File: src/rtl/trap_pkg.sv
package trap_pkg;
   localparam logic [1:0] PRIV_U = 2'd0;
   localparam logic [1:0] PRIV_S = 2'd1;
   localparam logic [1:0] PRIV_M = 2'd3;

   localparam int unsigned ECALL_BASE = 8;

   typedef enum logic [2:0] {
      SEL_STATUS = 3'd0,
      SEL_EDELEG = 3'd1,
      SEL_IDELEG = 3'd2,
      SEL_MVEC   = 3'd3,
      SEL_SVEC   = 3'd4,
      SEL_PRIV   = 3'd5
   } wr_sel_e;

   typedef struct packed {
      logic [1:0] m_pp;
      logic       s_pp;
      logic       m_pie;
      logic       s_pie;
      logic       m_ie;
      logic       s_ie;
   } status_t;

   function automatic logic addr_bearing(input int unsigned code);
      case (code)
         0, 1, 4, 5, 6, 7, 12, 13, 15: addr_bearing = 1'b1;
         default:                      addr_bearing = 1'b0;
      endcase
   endfunction
endpackage

File: src/rtl/trap_route.sv
module trap_route
   import trap_pkg::*;
#(
   parameter int unsigned XLEN   = 32,
   parameter int unsigned CODE_W = 6
) (
   input  logic [1:0]        priv_i,
   input  logic              irq_i,
   input  logic [CODE_W-1:0] code_i,
   input  logic [XLEN-1:0]   edeleg_i,
   input  logic [XLEN-1:0]   ideleg_i,
   output logic [CODE_W-1:0] code_o,
   output logic              to_s_o,
   output logic              keep_tval_o
);
   localparam int unsigned IDX_W = $clog2(XLEN);

   logic [XLEN-1:0] deleg_vec;
   logic            in_range;

   always_comb begin
      code_o = code_i;
      if (!irq_i && code_i == CODE_W'(ECALL_BASE)) begin
         case (priv_i)
            PRIV_S:  code_o = CODE_W'(ECALL_BASE + 1);
            PRIV_M:  code_o = CODE_W'(ECALL_BASE + 3);
            default: code_o = CODE_W'(ECALL_BASE);
         endcase
      end
   end

   assign deleg_vec   = irq_i ? ideleg_i : edeleg_i;
   assign in_range    = (32'(code_o) < XLEN);
   assign to_s_o      = (priv_i != PRIV_M) && in_range && deleg_vec[code_o[IDX_W-1:0]];
   assign keep_tval_o = !irq_i && addr_bearing(32'(code_o));
endmodule

File: src/rtl/trap_vector.sv
module trap_vector #(
   parameter int unsigned XLEN     = 32,
   parameter int unsigned CODE_W   = 6,
   parameter bit          VECTORED = 1'b1
) (
   input  logic [XLEN-1:0]   tvec_i,
   input  logic              irq_i,
   input  logic [CODE_W-1:0] code_i,
   output logic [XLEN-1:0]   pc_o
);
   logic [XLEN-1:0] base;
   assign base = {tvec_i[XLEN-1:2], 2'b00};

   generate
      if (VECTORED) begin : g_vec
         logic [XLEN-1:0] offs;
         assign offs = {{(XLEN-CODE_W-2){1'b0}}, code_i, 2'b00};
         assign pc_o = (irq_i && tvec_i[1:0] == 2'b01) ? base + offs : base;
      end else begin : g_direct
         logic unused_sig;
         assign unused_sig = irq_i ^ (^code_i) ^ (^tvec_i[1:0]);
         assign pc_o = base;
      end
   endgenerate
endmodule

File: src/rtl/trap_csr.sv
module trap_csr
   import trap_pkg::*;
#(
   parameter int unsigned XLEN   = 32,
   parameter int unsigned CODE_W = 6
) (
   input  logic              clk,
   input  logic              rst_n,
   input  logic              trap_valid_i,
   input  logic              irq_i,
   input  logic [CODE_W-1:0] code_i,
   input  logic              to_s_i,
   input  logic              keep_tval_i,
   input  logic [XLEN-1:0]   addr_i,
   input  logic [XLEN-1:0]   pc_i,
   input  logic              resv_set_i,
   input  logic              wr_en_i,
   input  logic [2:0]        wr_sel_i,
   input  logic [XLEN-1:0]   wr_data_i,
   output logic [1:0]        priv_o,
   output status_t           status_o,
   output logic [XLEN-1:0]   edeleg_o,
   output logic [XLEN-1:0]   ideleg_o,
   output logic [XLEN-1:0]   mvec_o,
   output logic [XLEN-1:0]   svec_o,
   output logic [XLEN-1:0]   m_cause_o,
   output logic [XLEN-1:0]   m_epc_o,
   output logic [XLEN-1:0]   m_tval_o,
   output logic [XLEN-1:0]   s_cause_o,
   output logic [XLEN-1:0]   s_epc_o,
   output logic [XLEN-1:0]   s_tval_o,
   output logic              resv_o
);
   logic [XLEN-1:0] cause_val;
   logic [XLEN-1:0] tval_val;

   assign cause_val = {irq_i, {(XLEN-1-CODE_W){1'b0}}, code_i};
   assign tval_val  = keep_tval_i ? addr_i : '0;

   always_ff @(posedge clk) begin
      if (!rst_n) begin
         priv_o    <= PRIV_M;
         status_o  <= '0;
         edeleg_o  <= '0;
         ideleg_o  <= '0;
         mvec_o    <= '0;
         svec_o    <= '0;
         m_cause_o <= '0;
         m_epc_o   <= '0;
         m_tval_o  <= '0;
         s_cause_o <= '0;
         s_epc_o   <= '0;
         s_tval_o  <= '0;
      end else if (trap_valid_i) begin
         if (to_s_i) begin
            status_o.s_pie <= status_o.s_ie;
            status_o.s_pp  <= priv_o[0];
            status_o.s_ie  <= 1'b0;
            s_epc_o        <= pc_i;
            s_cause_o      <= cause_val;
            s_tval_o       <= tval_val;
            priv_o         <= PRIV_S;
         end else begin
            status_o.m_pie <= status_o.m_ie;
            status_o.m_pp  <= priv_o;
            status_o.m_ie  <= 1'b0;
            m_epc_o        <= pc_i;
            m_cause_o      <= cause_val;
            m_tval_o       <= tval_val;
            priv_o         <= PRIV_M;
         end
      end else if (wr_en_i) begin
         case (wr_sel_i)
            SEL_STATUS: status_o <= status_t'(wr_data_i[6:0]);
            SEL_EDELEG: edeleg_o <= wr_data_i;
            SEL_IDELEG: ideleg_o <= wr_data_i;
            SEL_MVEC:   mvec_o   <= wr_data_i;
            SEL_SVEC:   svec_o   <= wr_data_i;
            SEL_PRIV:   priv_o   <= (wr_data_i[1:0] == 2'd2) ? PRIV_U : wr_data_i[1:0];
            default:    ;
         endcase
      end
   end

   always_ff @(posedge clk) begin
      if (!rst_n)            resv_o <= 1'b0;
      else if (trap_valid_i) resv_o <= 1'b0;
      else if (resv_set_i)   resv_o <= 1'b1;
   end


   m_entry_chk: assert property (@(posedge clk) disable iff (!rst_n)
      trap_valid_i && !to_s_i |=> priv_o == PRIV_M && !status_o.m_ie && $stable(s_epc_o));

   s_entry_chk: assert property (@(posedge clk) disable iff (!rst_n)
      trap_valid_i && to_s_i |=> priv_o == PRIV_S && !status_o.s_ie && $stable(m_epc_o));

   tval_zero_chk: assert property (@(posedge clk) disable iff (!rst_n)
      trap_valid_i && !keep_tval_i && !to_s_i |=> m_tval_o == '0);

   resv_clear_chk: assert property (@(posedge clk) disable iff (!rst_n)
      trap_valid_i |=> !resv_o);

   priv_legal_chk: assert property (@(posedge clk) disable iff (!rst_n)
      priv_o != 2'd2);
endmodule

File: src/rtl/trap_entry_ctrl.sv
module trap_entry_ctrl
   import trap_pkg::*;
#(
   parameter int unsigned XLEN     = 32,
   parameter int unsigned CODE_W   = 6,
   parameter bit          VECTORED = 1'b1
) (
   input  logic              clk,
   input  logic              rst_n,
   input  logic              trap_valid_i,
   input  logic              trap_irq_i,
   input  logic [CODE_W-1:0] trap_code_i,
   input  logic [XLEN-1:0]   trap_addr_i,
   input  logic [XLEN-1:0]   trap_pc_i,
   input  logic              resv_set_i,
   input  logic              wr_en_i,
   input  logic [2:0]        wr_sel_i,
   input  logic [XLEN-1:0]   wr_data_i,
   output logic              redirect_o,
   output logic [XLEN-1:0]   next_pc_o,
   output logic [1:0]        priv_o,
   output logic [6:0]        status_o,
   output logic [XLEN-1:0]   m_cause_o,
   output logic [XLEN-1:0]   m_epc_o,
   output logic [XLEN-1:0]   m_tval_o,
   output logic [XLEN-1:0]   s_cause_o,
   output logic [XLEN-1:0]   s_epc_o,
   output logic [XLEN-1:0]   s_tval_o,
   output logic              resv_o
);
   localparam int unsigned IDX_W = $clog2(XLEN);

   generate
      if (XLEN != 32 && XLEN != 64) begin : g_bad_xlen
         $error("trap_entry_ctrl: XLEN must be 32 or 64");
      end
      if (CODE_W < IDX_W || CODE_W + 2 >= XLEN) begin : g_bad_code
         $error("trap_entry_ctrl: CODE_W out of range for XLEN");
      end
   endgenerate

   logic [CODE_W-1:0] eff_code;
   logic              to_s;
   logic              keep_tval;
   logic [XLEN-1:0]   edeleg, ideleg, mvec, svec;
   status_t           status;

   trap_route #(.XLEN(XLEN), .CODE_W(CODE_W)) route_i (
      .priv_i      (priv_o),
      .irq_i       (trap_irq_i),
      .code_i      (trap_code_i),
      .edeleg_i    (edeleg),
      .ideleg_i    (ideleg),
      .code_o      (eff_code),
      .to_s_o      (to_s),
      .keep_tval_o (keep_tval)
   );

   trap_vector #(.XLEN(XLEN), .CODE_W(CODE_W), .VECTORED(VECTORED)) vec_i (
      .tvec_i (to_s ? svec : mvec),
      .irq_i  (trap_irq_i),
      .code_i (eff_code),
      .pc_o   (next_pc_o)
   );

   trap_csr #(.XLEN(XLEN), .CODE_W(CODE_W)) csr_i (
      .clk          (clk),
      .rst_n        (rst_n),
      .trap_valid_i (trap_valid_i),
      .irq_i        (trap_irq_i),
      .code_i       (eff_code),
      .to_s_i       (to_s),
      .keep_tval_i  (keep_tval),
      .addr_i       (trap_addr_i),
      .pc_i         (trap_pc_i),
      .resv_set_i   (resv_set_i),
      .wr_en_i      (wr_en_i),
      .wr_sel_i     (wr_sel_i),
      .wr_data_i    (wr_data_i),
      .priv_o       (priv_o),
      .status_o     (status),
      .edeleg_o     (edeleg),
      .ideleg_o     (ideleg),
      .mvec_o       (mvec),
      .svec_o       (svec),
      .m_cause_o    (m_cause_o),
      .m_epc_o      (m_epc_o),
      .m_tval_o     (m_tval_o),
      .s_cause_o    (s_cause_o),
      .s_epc_o      (s_epc_o),
      .s_tval_o     (s_tval_o),
      .resv_o       (resv_o)
   );

   assign status_o   = status;
   assign redirect_o = trap_valid_i;
endmodule

File: config.mk
export PLATFORM = sky130hd
export DESIGN_NAME = trap_entry_ctrl
export DESIGN_NICKNAME = d
export VERILOG_FILES = /design/src/rtl/trap_pkg.sv /design/src/rtl/trap_route.sv /design/src/rtl/trap_vector.sv /design/src/rtl/trap_csr.sv /design/src/rtl/trap_entry_ctrl.sv
export SDC_FILE = /design/constraint.sdc
export NUM_CORES = 1
export LEC_CHECK = 0
export ABC_AREA = 1
export BUFFER_PORTS_ARGS = -buffer_cell sky130_fd_sc_hd__buf_2
export CELL_PAD_IN_SITES_DETAIL_PLACEMENT = 1
export CELL_PAD_IN_SITES_GLOBAL_PLACEMENT = 2
export CORE_MARGIN = 2
export CORE_UTILIZATION = 26
export DETAILED_ROUTE_END_ITERATION = 10
export GPL_ROUTABILITY_DRIVEN = 0
export HOLD_SLACK_MARGIN = 0.15
export PLACE_DENSITY_LB_ADDON = 0.1
export SYNTH_ARGS = -nofsm -noshare
export SYNTH_HDL_FRONTEND = slang
export SYNTH_SLANG_ARGS = --single-unit
File: constraint.sdc
create_clock -name clk -period 8.5 [get_ports clk]
set_clock_uncertainty 0.2 [all_clocks]
set_input_delay 2.55 -clock clk [delete_from_list [all_inputs] [get_ports clk]]
set_output_delay 2.55 -clock clk [all_outputs]
set_load 0.02 [all_outputs]
==> out/metrics.cfg <==
[min_path]
min_to = csr_i.s_cause_o[5]$_SDFFE_PN0P_
holdPathStages = 2
min_from = csr_i.s_cause_o[5]$_SDFFE_PN0P_
hp-class = flip-flop to flip-flop

[logic_synthesis]
synth.yosys.warnings = 0
yosysSeqAreaShare_pct = 43.22
async_flop_share_pct = 0
netlist_area_mm2 = 0.01297
syn_inst = 1872
synth_top_area_share_pct = 43.22
ys_ff_latch = 280
synthTopCellsByArea = dfxtp_1 43%, nor2_1 15%, o21ai_0 11%
synth_top_area_cell = dfxtp_1
avgSynthCellArea_um2 = 6.928
yosysUniqueCellTypes = 43
synth_ff_type = dfxtp_1
synth-edff-count = 0

[worst_setup_path]
cp.arrival_ps = 5950
cpPeakStageDelay_ps = 280
cp.buffers_inverters = 7
worst_r2r_startpoint = csr_i.priv_o[0]$_SDFFE_PN1P_
start_kind = primary input
critPathTopFamily = simple AND/OR/NAND/NOR gates
critPathRequiredTime_ps = 5750
end_kind = output port
cp_slowest_cell = ha_4
critPathKind = primary input to output port
r2r_end = csr_i.status_o[4]$_SDFFE_PN0P_
cp_max_fo = 8
rrSetupSlack_ps = 4560
reg2reg_depth = 19

[cells_and_area]
drive_above_1_share_pct = 26.28
final_nets = 2308
regArea_mm2 = 0.005605
area_growth_pct = 32.54
fin_util_pct = 35.04
multi_input_area_mm2 = 0.006545
n_fill_cell = 6159
final_cells = 2883

[cts]
clkTransAtPathRegs_ps = 50
cts.sinks = 280
clk_path_buf_depth = 3
cts_root_buf = clkbuf_16
cts_tree = built
insertion_delay_ps = 560
htree_levels = 2
cts_buffers = 37

[routing]
detail_route.first_pass.iterations = 4
avgRoutedWirePerCell_um = 18.22
drt_wl_total_um = 52540
drcViolationCount = 0
viasPerCell = 4.525
ant_nets = 0
drt-initial-drc-count = 424
vias = 13050

[floorplanning]
dieArea_mm2 = 0.05169
num_io_pins = 346
core_area_mm2 = 0.04905
num_rows = 81
die_h_um = 227.4
die_x_um = 227.4
start_util_pct = 26.44

[outcome]
violations = setup timing
status = finished, violations left

[timing]
drv_slew = 0
fin_setup_tns_ps = -2960
worst_slack_ps = -199.8
min_period_ps = 8700
tightest_slew_ps = 1131
final-hold-violation-count = 0
fmax_mhz = 114.9
maxSlewHeadroom_pct = 24.29
period_share_pct = 102.4
finalSetupViolCount = 24
rsz0062_at_grt = true

[power]
p_total_mw = 3.420
p_leak_nw = 8.344
vdd_drop_max_mv = 0.1060
power_density_mw_per_mm2 = 198.9

[flow_run]
drv_cap = 0

[grt]
grt_pass1_wl_um = 80230
overflow = 0
track_usage_pct = 20.21
grt_pass1_vias = 13340
antenna_found_initial = 11
grt_max_degree = 132

[placement]
dpl.cell_count = 2791
io_buffers = 293
place_hpwl_um = 36070

[synth_stat cells (9+ instances only)]
cell / count
nor2_1: 517
nor2_2: 9
buf_2: 18
o21ai_0: 286
inv_1: 135
nand2_1: 197
dfxtp_1: 280
nand3_1: 58
xor2_1: 14
buf_4: 55
nand2_2: 11
clkbuf_1: 89
nand4_1: 33
a21oi_1: 89
[repair_timing]
action / CTS / global route
endpoints found under the setup margin: 25 / 26
gates cloned: 3 / 0
resized for setup: 87 / 45
buffers inserted: 17 / 6
hold buffers: 0 / 0
pin swaps: 48 / 35
[flip-flops by register name, summed over array words and instances, names as in the netlist]
register,flops
csr_i.resv_o,1
csr_i.svec_o,32
csr_i.s_epc_o,32
csr_i.m_epc_o,32
csr_i.ideleg_o,32
csr_i.s_tval_o,32
csr_i.m_tval_o,32
csr_i.s_cause_o,7
csr_i.priv_o,2
csr_i.m_cause_o,7
csr_i.mvec_o,32
csr_i.edeleg_o,32
csr_i.status_o,7
[report_power, final]
group          switching, mW  internal (mW)  leakage (nW)
logic                  0.319          0.148          5.48
registers             0.0280           1.37          2.28
clock network          0.624          0.934         0.582
[worst min-delay path: cells and delay by family (launching register included)]
kind	cells	cell delay [ps]
flip-flops	1	310
AND/OR/NAND/NOR	2	90
[cell families after synthesis]
kind of cell	share of synthesized area, %
flip-flops	43.22
AND/OR/NAND/NOR	27.59
multiplexers	0.3087
other	0.02891
adder cells (fa/ha/maj)	0.7332
XOR/XNOR	1.148
AO/OA/AOI/OAI	15.65
buffers and inverters	11.33
[per-layer routing]
metal | track usage (%) | vias to the layer above | wire length [um]
met5 | 0 | - | 93
met3 | 6.234 | 75 | 3525
met2 | 33.64 | 244 | 24730
met4 | 5.313 | 14 | 1219
met1 | 25.28 | 6216 | 22980
li1 | - | 6496 | -
[layout make-up]
cell class,count,area share (%)
flip-flops and latches,280,32.61
clock inverters,10,0.6842
clock buffers,54,6.230
well taps,664,4.833
repair buffers,396,14.12
multi-input cells,1329,38.07
diodes,4,0.05823
inverters,146,3.392
[how the worst max path moves through the flow]
| stage | from | endpoint | slack (ps) | cells past startpoint |
|---|---|---|---|---|
| after CTS | trap_code_i[4] | next_pc_o[19] | -180 | 29 |
| after global placement | trap_code_i[4] | next_pc_o[30] | -320 | 31 |
| after global routing | trap_code_i[0] | next_pc_o[25] | -500 | 31 |
| after floorplan | trap_irq_i | next_pc_o[21] | -340 | 31 |
| final | trap_irq_i | next_pc_o[25] | -200 | 31 |
| after detailed placement | trap_code_i[2] | next_pc_o[30] | -410 | 29 |
[metrics by stage]
step	hold slack, ps	setup WS (ps)	cell area, um^2
2_1_floorplan	220.5	-344.3	13290
3_3_place_gp	220.1	-322.7	15300
3_5_place_dp	230.2	-410.4	15300
4_1_cts	239.2	-183.8	16980
5_1_grt	276.2	-504.7	17180
6_report	234.3	-199.8	17190
[placed cells by master, fill, tap and decap left out, drive strengths merged, types with 2 or more instances in the layout]
cell type / n
mux2i: 4
bufinv: 2
diode: 4
o21ai: 296
xnor2: 3
dfxtp: 280
clkbuf: 54
nor3: 7
o211ai: 2
a21oi: 89
conb: 52
o21bai: 2
ha: 6
nand3: 62
inv: 143
nand2: 214
nand3b: 2
buf: 396
nor2: 533
a31oi: 4
clkinv: 10
nand4: 33
xor2: 14
Note: power is estimated with default switching activity, not from simulation.
